===== src/rtl/uart_tx_pkg.sv =====
package uart_tx_pkg;
  typedef struct packed {
    logic mp;
    logic len8;
    logic par_en;
    logic par_odd;
    logic adr;
  } tx_cfg_t;
endpackage


===== src/rtl/uart_tx_hold.sv =====
module uart_tx_hold #(
  parameter int DATA_W = 8
) (
  input  logic              clk_i,
  input  logic              rst_ni,
  input  logic              wr_i,
  input  logic [DATA_W-1:0] data_i,
  input  logic              load_i,
  output logic [DATA_W-1:0] data_o,
  output logic              empty_o
);
  logic [DATA_W-1:0] hold_q;
  logic              empty_q;

  always_ff @(posedge clk_i or negedge rst_ni) begin
    if (!rst_ni) begin
      hold_q  <= '0;
      empty_q <= 1'b1;
    end else if (wr_i && empty_q) begin
      hold_q  <= data_i;
      empty_q <= 1'b0;
    end else if (load_i) begin
      empty_q <= 1'b1;
    end
  end

  assign data_o  = hold_q;
  assign empty_o = empty_q;


  hold_keep_chk: assert property (@(posedge clk_i) disable iff (!rst_ni)
    (wr_i && !empty_q) |=> $stable(hold_q));

  wr_clear_chk: assert property (@(posedge clk_i) disable iff (!rst_ni)
    (wr_i && empty_q) |=> !empty_q);
endmodule


===== src/rtl/uart_tx_frame.sv =====
module uart_tx_frame
  import uart_tx_pkg::*;
#(
  parameter int DATA_W  = 8,
  parameter int FRAME_W = DATA_W + 3,
  parameter int CNT_W   = 4
) (
  input  logic [DATA_W-1:0]  data_i,
  input  tx_cfg_t            cfg_i,
  output logic [FRAME_W-1:0] frame_o,
  output logic [CNT_W-1:0]   nbits_o
);
  logic [CNT_W-1:0] n_data;
  logic             has_extra;
  logic             extra_bit;
  logic             par_acc;

  always_comb begin
    n_data    = (cfg_i.mp || cfg_i.len8) ? CNT_W'(DATA_W) : CNT_W'(DATA_W - 1);
    has_extra = cfg_i.mp || cfg_i.par_en;
    par_acc   = 1'b0;
    frame_o   = '1;
    frame_o[0] = 1'b0;
    for (int i = 0; i < DATA_W; i++) begin
      if (CNT_W'(i) < n_data) begin
        frame_o[1+i] = data_i[i];
        par_acc      = par_acc ^ data_i[i];
      end
    end
    extra_bit = cfg_i.mp ? cfg_i.adr : (par_acc ^ cfg_i.par_odd);
    for (int j = 1; j < FRAME_W; j++) begin
      if (has_extra && (CNT_W'(j) == n_data + CNT_W'(1))) frame_o[j] = extra_bit;
    end
    nbits_o = n_data + CNT_W'(2) + CNT_W'(has_extra);
  end
endmodule


===== src/rtl/uart_tx_shift.sv =====
module uart_tx_shift #(
  parameter int FRAME_W = 11,
  parameter int CNT_W   = 4
) (
  input  logic               clk_i,
  input  logic               rst_ni,
  input  logic               tick_i,
  input  logic               en_i,
  input  logic               full_i,
  input  logic [FRAME_W-1:0] frame_i,
  input  logic [CNT_W-1:0]   nbits_i,
  output logic               load_o,
  output logic               txd_o
);
  logic [FRAME_W-2:0] sreg_q;
  logic [CNT_W-1:0]   cnt_q;
  logic               busy_q;
  logic               txd_q;
  logic               line_free;

  // free when idle or while the stop bit is on the line
  assign line_free = !busy_q || (cnt_q == '0);
  assign load_o    = tick_i && line_free && en_i && full_i;

  always_ff @(posedge clk_i or negedge rst_ni) begin
    if (!rst_ni) begin
      sreg_q <= '1;
      cnt_q  <= '0;
      busy_q <= 1'b0;
      txd_q  <= 1'b1;
    end else if (load_o) begin
      txd_q  <= frame_i[0];
      sreg_q <= frame_i[FRAME_W-1:1];
      cnt_q  <= nbits_i - CNT_W'(1);
      busy_q <= 1'b1;
    end else if (tick_i) begin
      if (line_free) begin
        busy_q <= 1'b0;
        txd_q  <= 1'b1;
      end else begin
        txd_q  <= sreg_q[0];
        sreg_q <= {1'b1, sreg_q[FRAME_W-2:1]};
        cnt_q  <= cnt_q - CNT_W'(1);
      end
    end
  end

  assign txd_o = txd_q;


  idle_high_chk: assert property (@(posedge clk_i) disable iff (!rst_ni)
    (!busy_q) |-> txd_q);
endmodule


===== src/rtl/uart_tx_buf.sv =====
module uart_tx_buf
  import uart_tx_pkg::*;
#(
  parameter int DATA_W = 8
) (
  input  logic              clk_i,
  input  logic              rst_ni,
  input  logic              wr_i,
  input  logic [DATA_W-1:0] wr_data_i,
  input  logic              tx_en_i,
  input  logic              tie_i,
  input  logic              mp_mode_i,
  input  logic              len8_i,
  input  logic              par_en_i,
  input  logic              par_odd_i,
  input  logic              adr_bit_i,
  input  logic              baud_tick_i,
  output logic              txd_o,
  output logic              empty_o,
  output logic              irq_o
);
  localparam int FRAME_W = DATA_W + 3;
  localparam int CNT_W   = $clog2(FRAME_W + 1);

  tx_cfg_t             cfg;
  logic [DATA_W-1:0]   hold_data;
  logic [FRAME_W-1:0]  frame;
  logic [CNT_W-1:0]    nbits;
  logic                load;

  assign cfg = '{mp: mp_mode_i, len8: len8_i, par_en: par_en_i,
                 par_odd: par_odd_i, adr: adr_bit_i};

  uart_tx_hold #(.DATA_W(DATA_W)) i_hold (
    .clk_i   (clk_i),
    .rst_ni  (rst_ni),
    .wr_i    (wr_i),
    .data_i  (wr_data_i),
    .load_i  (load),
    .data_o  (hold_data),
    .empty_o (empty_o)
  );

  uart_tx_frame #(.DATA_W(DATA_W), .FRAME_W(FRAME_W), .CNT_W(CNT_W)) i_frame (
    .data_i  (hold_data),
    .cfg_i   (cfg),
    .frame_o (frame),
    .nbits_o (nbits)
  );

  uart_tx_shift #(.FRAME_W(FRAME_W), .CNT_W(CNT_W)) i_shift (
    .clk_i   (clk_i),
    .rst_ni  (rst_ni),
    .tick_i  (baud_tick_i),
    .en_i    (tx_en_i),
    .full_i  (!empty_o),
    .frame_i (frame),
    .nbits_i (nbits),
    .load_o  (load),
    .txd_o   (txd_o)
  );

  assign irq_o = empty_o && tie_i;


  load_start_chk: assert property (@(posedge clk_i) disable iff (!rst_ni)
    $rose(empty_o) |-> ($past(baud_tick_i) && $past(tx_en_i) && !txd_o));

  tick_only_chk: assert property (@(posedge clk_i) disable iff (!rst_ni)
    !baud_tick_i |=> $stable(txd_o));

  en_gate_chk: assert property (@(posedge clk_i) disable iff (!rst_ni)
    (!tx_en_i && !empty_o) |=> !empty_o || $past(wr_i));
endmodule


===== config.mk =====
export PLATFORM = sky130hd
export DESIGN_NAME = uart_tx_buf
export DESIGN_NICKNAME = d
export VERILOG_FILES = /design/src/rtl/uart_tx_pkg.sv /design/src/rtl/uart_tx_hold.sv /design/src/rtl/uart_tx_frame.sv /design/src/rtl/uart_tx_shift.sv /design/src/rtl/uart_tx_buf.sv
export SDC_FILE = /design/constraint.sdc
export NUM_CORES = 1
export LEC_CHECK = 0
export ABC_AREA = 1
export BUFFER_PORTS_ARGS = -buffer_cell sky130_fd_sc_hd__buf_4
export CAP_MARGIN = 20
export CORE_MARGIN = 3
export CORE_UTILIZATION = 25
export CTS_BUF_LIST = sky130_fd_sc_hd__clkbuf_8
export DETAILED_ROUTE_END_ITERATION = 10
export GPL_TIMING_DRIVEN = 0
export PLACE_DENSITY = 0.41
export SYNTH_ARGS = -nofsm -noshare
export SYNTH_HDL_FRONTEND = slang
export SYNTH_SLANG_ARGS = --single-unit

===== constraint.sdc =====
create_clock -name clk_i -period 1.7 [get_ports clk_i]
set_clock_uncertainty 0.2 [all_clocks]
set_input_delay 0.085 -clock clk_i [delete_from_list [all_inputs] [get_ports clk_i]]
set_output_delay 0.085 -clock clk_i [all_outputs]
set_load 0.005 [all_outputs]

# Word level (Yosys, flattened, before mapping)
# Cells that the tools add are included.
[totals]
ff_bits = 25
latch_bits = 0
ramBits = 0
romBits = 0
input_bits = 19
output_inout_bits = 3
n_memories = 0
[classes]
n_addsub = 5
multipliers = 0
div = 0
order_cmp = 8
eq_ne = 11
shifts = 0
mux = 42
bitwise = 8
reduce_logical = 26
[op_table]
columns = ["cell", "count"]
rows = [
  ["2-to-1 mux 1 bit", 35],
  ["2-to-1 mux 10 bit", 3],
  ["equality test 3 x 4 -> 1 bit, first input constant", 4],
  ["< comparator 3 x 4 -> 1 bit, first input constant", 4],
  ["2-to-1 mux 4 bit", 4],
  ["logical AND 1 bit", 15],
  ["equality test 4 bit, first input constant", 3],
  ["equality test 2 x 4 -> 1 bit, first input constant", 2],
  ["< comparator 1 x 4 -> 1 bit, first input constant", 2],
  ["< comparator 2 x 4 -> 1 bit, first input constant", 2],
  ["subtractor 4 x 1 -> 4 bit, second input constant", 2],
  ["XOR 1 bit", 8],
  ["nonzero test 2 bit", 3],
  ["adder 4 x 1 -> 4 bit", 1],
  ["adder 4 x 1 -> 4 bit, second input constant", 1],
  ["adder 4 x 2 -> 4 bit, second input constant", 1],
  ["equality test 1 x 4 -> 1 bit, first input constant", 1],
  ["logical NOT 4 bit", 1],
  ["AND reduction 2 bit", 2],
  ["logical OR 1 bit", 3],
  ["logical NOT 1 bit", 2],
  ["inequality test 2 bit, second input constant", 1],
]

# Logic depth before layout (Yosys ltp)
# Gate-level depths: netlist of the first run.
[logic_depth]
depth_word = 22
ltp_mapped = 12
mapped_depth_nobuf = 12

# By module
# Synthesis of the first run repeated with hierarchy kept, for this count alone.
[unflattened]
hier_cells = 226
area_unflattened_um2 = 1650.3
[by_module_without_submodules]
columns = ["mod", "n_inst", "cells_each", "area_per_inst_um2"]
rows = [
  ["uart_tx_shift", 1, 109, 874.6],
  ["uart_tx_hold", 1, 39, 382.9],
  ["uart_tx_frame", 1, 75, 381.6],
  ["uart_tx_buf", 1, 3, 11.3],
]

# Worst setup path before layout of the first run
# OpenSTA, ideal clock, no wires.
[synth_path]
path_kind = "register to register"
from = "register i_shift.cnt_q[0]"
to = "register i_shift.sreg_q[0]"
setup_time_ps = 69
arrival_ps = 1427
required_ps = 1431
setup_slack_ps = 4
stages_incl_launch_ff = 12
path_buffers = 1
cell_sequence = "dfrtp_1 > inv_1 > ha_1 > nand3_2 > nand2_2 > nand4_4 > inv_4 > nor2_4 > inv_4 > buf_12 > o211ai_2 > o21ai_2"
[synth_via]
elab_chain_len = 7
elab_cells_between_ends = 9
[synth_lines]
columns = ["element", "line", "rtl"]
rows = [
  ["start: declaration", "uart_tx_shift.sv:16", "logic [CNT_W-1:0] cnt_q;"],
  ["start signal: assignment", "uart_tx_shift.sv:34", "cnt_q <= nbits_i - CNT_W'(1);"],
  ["start signal: assignment", "uart_tx_shift.sv:43", "cnt_q <= cnt_q - CNT_W'(1);"],
  ["logical NOT 4 bit *", "uart_tx_shift.sv:22", "assign line_free = !busy_q || (cnt_q == '0);"],
  ["logical OR 1 bit *", "uart_tx_shift.sv:22", ""],
  ["logical AND 1 bit (3 in a row)", "uart_tx_shift.sv:23", "assign load_o = tick_i && line_free && en_i && full_i;"],
  ["inequality test 2 bit (no line) / nonzero test 2 bit (equally long branches)", "-", ""],
  ["AND reduction 2 bit (no line)", "-", ""],
  ["end signal: assignment", "uart_tx_shift.sv:33", "sreg_q <= frame_i[FRAME_W-1:1];"],
  ["end signal: assignment", "uart_tx_shift.sv:42", "sreg_q <= {1'b1, sreg_q[FRAME_W-2:1]};"],
  ["end: declaration", "uart_tx_shift.sv:15", "logic [FRAME_W-2:0] sreg_q;"],
]
# Every way passes the cells marked *; elsewhere a longest branch is shown, timed or not.
# A chain may end at the register's enable or synchronous reset.

# Worst setup path in the final report of the first run
[layout_path]
from = "register i_shift.cnt_q[0]"
to = "register i_shift.cnt_q[3]"
[layout_via]
elab_chain_len = 7
elab_cells_between_ends = 12
[layout_lines]
columns = ["element"]
rows = [
  ["branches (longest 7 deep; another with subtractor 4 x 1 -> 4 bit)"],
]
# Several ways; the timed one is not identified. The select of a mux whose other input is x is not followed.

==> results of run 1 <==
==> per-stage QoR <==
step	worst slack, ns	total power [mW]	util, %	cells
after floorplan	0.00436	2.11	-	163
after global placement	-0.258	2.42	31.1	254
after detailed placement	-0.259	2.45	31.1	254
after CTS	-0.0344	3.29	37.6	283
after global routing	-0.141	3.70	38.7	285
final	-0.0260	3.40	38.7	285
==> path summary, 6_finish.rpt <==
path	endpoint	from	slack [ns]	depth (start not counted)
setup / recovery	i_shift.cnt_q[3]	i_shift.cnt_q[0]	-0.03	10
hold / removal	i_shift.sreg_q[8]	mp_mode_i	0.02	5
setup reg to reg	i_shift.cnt_q[3]	i_shift.cnt_q[0]	-0.03	10
hold reg to reg	i_shift.sreg_q[3]	i_shift.sreg_q[3]	0.27	2
max in group asynchronous	i_shift.sreg_q[2]	rst_ni	0.97	2
min in group asynchronous	i_shift.busy_q	rst_ni	0.05	2
==> report_power, final <==
group          internal [mW]  switching [mW]  leakage, nW
Sequential             0.920           0.187        0.263
Combinational          0.897           0.892        0.643
Clock                  0.315           0.192       0.0357
==> layout make-up <==
type | instances | area share [%]
multi-input combinational | 109 | 33.7
sequential | 24 | 30.3
timing repair buffer | 48 | 20.4
inverter | 26 | 5.19
tap | 70 | 4.32
buffer | 4 | 2.47
clock buffer | 3 | 2.04
clock inverter | 1 | 1.48
==> flip-flops by register name, summed over array words and instances, names as in the netlist <==
register        cells
i_shift.busy_q      1
i_hold.empty_o      1
i_shift.txd_o       1
i_shift.sreg_q      9
i_shift.cnt_q       4
i_hold.data_o       8
==> logic make-up (layout without fill, tap and decap cells) <==
group           count (synthesis)  in the layout  share of synthesized area, %
simple gates                   62             62                          20.5
compound gates                 34             34                          14.5
buf+inv                        30             82                          10.8
flops                          24             24                          44.5
xor+xnor                        7              7                          4.44
fa+ha+maj                       5              5                          4.53
mux                             1              1                         0.815
==> critical path: cells and delay by family (launching register included) <==
| kind | cells | cell delay, ns |
|---|---|---|
| XOR/XNOR | 1 | 0.16 |
| AND/OR/NAND/NOR | 1 | 0.07 |
| flip-flops | 1 | 0.40 |
| buffers and inverters | 6 | 0.56 |
| AO/OA/AOI/OAI | 2 | 0.23 |
==> what timing repair did <==
action                                  4_1_cts  5_1_grt
gates resized for setup                      11       13
hold buffers                                 12        0
gates cloned                                  1        0
pin swaps                                     5        3
endpoints found under the setup margin       14       13
buffers inserted                             12        2
hold endpoints to repair                     35        0
==> cell usage in the layout, fill, tap and decap left out, types with 2 or more instances in the layout <==
cell           count
xor2_1             4
a21oi_1            7
buf_4             34
dfrtp_1           13
dlygate4sd3_1     12
o211ai_1           3
nor2_4             3
xnor2_1            3
ha_1               4
clkbuf_8           3
nand3_1            4
buf_6              2
dfstp_2           11
nand3_2            2
nor2_1            13
nand2_1           33
o21ai_2            6
inv_2              5
inv_1             19
o21ai_0            6
o21ai_1            8
==> routing by layer <==
metal  routed length, µm  part of all wire [%]  up-vias
li1                    -                     -      634
met1                1650                    51      549
met2                1450                    45       18
met3                  93                   2.9        5
met4                  51                   1.6        0
met5                   0                     0        -
==> results.toml, run 1 <==
[timing]
finalCriticalPeriod_ns = 1.73
tns_ns = -0.0445
period_share_pct = 102
slew_viol_final = 0
finalHoldViolCount = 0
worst_slack_ns = -0.0260
worst-slew-pin-transition_ns = 0.417
slew_headroom_pct = 72.2
holdWs_ns = 0.0229
finalSetupViolations = 2
max_freq_ghz = 0.579
rsz0062_at_grt = "true"

[clock_network]
cts_made_buffers = 3
h-tree-depth = 1
cts_max_path_buffers = 2
tritoncts = "yes"
cts_root_buf = "clkbuf_8"
path_clk_slew_ns = 0.09
cts_num_sinks = 24
clk_latency_ns = 0.27

[global_routing]
gr-usage-met3_pct = 1.68
grt_use_met2_pct = 17.1
grt_pass1_vias = 1210
grt_busiest_layer = "met2"
grtUsageTotal_pct = 11.1
use_met1_pct = 15.4
grt-ovfl-total = 0
grt_pass1_wl_um = 5510
antenna_found_initial = 0
grt_max_degree = 25

[critical_path]
arrival_ns = 1.68
critical_path_peak_fanout = 2
required_ns = 1.66
cp_slowest_stage_delay_ns = 0.40
criticalPathCategory = "reg2reg"
cp_slowest_cell = "dfrtp_1"
cp-start-kind = "flip-flop"
crit_top_cell = "buf_4"
worst_setup_path_end_kind = "flip-flop"
cp_cell_sequence = "inv_2 -> buf_4 -> buf_4 -> buf_4 -> buf_4 -> buf_4 -> nand3_2 -> xor2_1 -> o211ai_1 -> o21ai_1"

[drt]
drtPass1Iterations = 4
detail_route.vias_per_cell = 4.23
post_drt_wl_per_cell_um = 11.4
first_iter_violations = 25
vias = 1206
antenna_left = 0
drt_wl_total_um = 3240
drc = 0

[finish]
n_fill_cell = 556
area_growth_pct = 46.6
layout-drive-gt1-share_pct = 37.7
diodes = 0
fin_area_um2 = 2030
regArea_um2 = 614
nets = 240
multi_input_area_um2 = 683

[logic_synthesis]
synth_nets = 187
synth_flop_cell = "dfrtp_1"
synth_seq_cells = 24
async_flop_share_pct = 100
ys.warnings.count = 0
syn-cell-area_um2 = 1380
synth_edf_count = 0
synthTopCellsByArea = "dfrtp_1 24%, dfstp_2 21%, nand2_1 9.2%, inv_1 5.7%, ha_1 4.5%"
post-synth-top-count-cell = "nand2_1"
syn_inst = 163
synth_common_cells = "34 x nand2_1, 21 x inv_1, 14 x nor2_1"
yosysTopAreaCellShare_pct = 23.6
seq_area_frac_synth_pct = 44.5
syn-mean-instance-area_um2 = 8.47
synth_cell_types = 31
yosysTopAreaCell = "dfrtp_1"

[floorplanning]
io_pins = 22
die_w_um = 80.3
coreArea_um2 = 5240
dieHeight_um = 80.3
rows = 26
floorplan.initialDensity_pct = 26.4
dieArea_um2 = 6450

[pwr]
irDropWorstVdd_mv = 0.612
powerDensity_nw_per_um2 = 1680
power.leakage_nw = 0.941

[outcome]
outcome = "finished, violations left"
violations = "negative setup slack"

[place]
hpwlAfterDp_um = 2290
numPortBuffers = 21
place_area_um2 = 1630
gp_congestion = 0.735

[hold_path]
hp-class = "in2reg"

[flow_run]
cap_violations = 0
(Power assumes the default switching activity.)
==> run 2, diff against run 1 <==
PLACE_DENSITY = 0.4   (was 0.41)
SYNTH_HIERARCHICAL = 1   (was default)
==> results.toml, run 2 <==
[clock_network]
cts_num_sinks = 25
cts_root_buf = "clkbuf_8"
cts_max_path_buffers = 2
clk_latency_ns = 0.28
tritoncts = "yes"
path_clk_slew_ns = 0.10
h-tree-depth = 1
cts_made_buffers = 3

[logic_synthesis]
async_flop_share_pct = 100
synth_flop_cell = "dfrtp_1"
synth_edf_count = 0
synthTopCellsByArea = "dfrtp_1 20%, dfstp_2 19%, nand2_1 16%, inv_1 6.1%, a21oi_1 5.5%"
synth_common_cells = "72 x nand2_1, 27 x inv_1, 18 x a21oi_1, 18 x nor2_1, 14 x nand3_1"
synth_seq_cells = 25
synth_cell_types = 29
yosysTopAreaCell = "dfrtp_1"
post-synth-top-count-cell = "nand2_1"
ys.warnings.count = 6
syn_inst = 226
syn-cell-area_um2 = 1650
seq_area_frac_synth_pct = 38.8
yosysTopAreaCellShare_pct = 19.7
syn-mean-instance-area_um2 = 7.30

[timing]
max_freq_ghz = 0.583
finalCriticalPeriod_ns = 1.72
worst_slack_ns = -0.0163
period_share_pct = 101
finalHoldViolCount = 0
rsz0062_at_grt = "true"
finalSetupViolations = 5
slew_viol_final = 0
tns_ns = -0.0474

[critical_path]
critical_path_peak_fanout = 6
arrival_ns = 1.73
criticalPathCategory = "reg2reg"
cp-start-kind = "flip-flop"
required_ns = 1.72
worst_setup_path_end_kind = "flip-flop"

[global_routing]
grt_pass1_vias = 1431
antenna_found_initial = 0
grt-ovfl-total = 0
grt_max_degree = 26
grt_pass1_wl_um = 6590
grtUsageTotal_pct = 10.9

[finish]
area_growth_pct = 39.3
largest_register_ffs = 10
nets = 304
largest-register = "i_shift/sreg_q"
layout_commonest_cell = "nand2_1"
diodes = 0
final_cells = 355
layout-drive-gt1-share_pct = 37.9
n_fill_cell = 657
final_cell_mix = "68 x nand2_1, 42 x buf_4, 26 x inv_1"

[hold_path]
hp-class = "in2async"

[floorplanning]
coreArea_um2 = 6170
floorplan.initialDensity_pct = 26.8
rows = 28
dieHeight_um = 87.3
dieArea_um2 = 7610
die_w_um = 87.3
io_pins = 22

[drt]
vias = 1466
drtPass1Iterations = 4
drt_wl_total_um = 3910
detail_route.vias_per_cell = 4.13
first_iter_violations = 19
post_drt_wl_per_cell_um = 11.0
antenna_left = 0
drc = 0

[flow_run]
cap_violations = 0

[place]
numPortBuffers = 19
hpwlAfterDp_um = 2710
gp_congestion = 0.701
dpl.cell_count = 321

[pwr]
irDropWorstVdd_mv = 0.625
power.leakage_nw = 1.16
powerDensity_nw_per_um2 = 1560

[outcome]
violations = "negative setup slack"
outcome = "finished, violations left"
-- run 2: critical path, cell delays in order (launching register included) --
cell and delay (ns):
dfrtp_1 0.40, nor2_2 0.13, nand2_2 0.07, nand2_4 0.10
buf_6 0.12, inv_4 0.03, o21ai_4 0.21, inv_4 0.08
buf_6 0.14, nor2_1 0.11, a21oi_2 0.05
-- run 2: repair_timing --
action                     CTS  global route
resized for setup           13            22
hold endpoints to repair    36             0
pin swaps                    9            17
setup buffers               12             5
setup endpoints to repair   11            16
cloned                       2             0
hold buffers                11             0
-- run 2: routing by layer --
| layer | track usage [%] | vias to the layer above | share of wire (%) |
|---|---|---|---|
| met5 | 0 | - | 0 |
| met4 | 1.67 | 0 | 0.54 |
| met3 | 2.27 | 2 | 3.2 |
| met2 | 18.9 | 20 | 47 |
| met1 | 14.0 | 645 | 49 |
| li1 | - | 799 | - |
-- run 2: cells by family after synthesis --
family          share of synthesized area, %
compound gates                          9.02
other cells                            0.455
flops                                   38.8
buf+inv                                 14.9
simple gates                            32.7
xor+xnor                                1.06
fa+ha+maj                               3.03
-- run 2: final timing paths --
kind / start / to / slack (ns) / cells after the start
setup / recovery: i_shift/cnt_q[1] / i_shift/sreg_q[7] / -0.02 / 10
hold / removal: rst_ni / i_shift/busy_q / 0.05 / 2
setup reg to reg: i_shift/cnt_q[1] / i_shift/sreg_q[7] / -0.02 / 10
hold reg to reg: i_shift/txd_o / i_shift/txd_o / 0.28 / 2
max in group asynchronous: rst_ni / i_shift/sreg_q[1] / 0.93 / 2
min in group clk_i: len8_i / i_shift/sreg_q[7] / 0.09 / 6
-- run 2: final cells by class --
class	instances	area (µm²)	area share [%]
plain buffers	16	133	5.77
inverters	32	129	5.60
repair buffers	49	418	18.2
clock buffers	3	41.3	1.80
multi-input cells	154	836	36.3
flip-flops and latches	25	642	27.9
well taps	75	93.8	4.08
clock inverters	1	7.51	0.326
-- run 2: through the flow --
stage / hold slack (ns) / worst slack, ns / total power, mW / utilization, % / cell area (µm²)
2_1_floorplan: -0.411 / 0.0383 / 2.34 / - / 1650
3_3_place_gp: -0.175 / -0.155 / 2.70 / 30.7 / 1890
3_5_place_dp: -0.177 / -0.121 / 2.71 / 30.7 / 1890
4_1_cts: 0.0559 / -0.0380 / 3.39 / 35.5 / 2190
5_1_grt: 0.0743 / -0.130 / 3.94 / 37.3 / 2300
6_report: 0.0497 / -0.0163 / 3.59 / 37.3 / 2300
-- run 2: report_power, final --
part           switching [mW]  internal, mW  total (mW)
logic                    1.02          1.00        2.02
clock network           0.217         0.167       0.384
registers               0.232         0.954        1.19
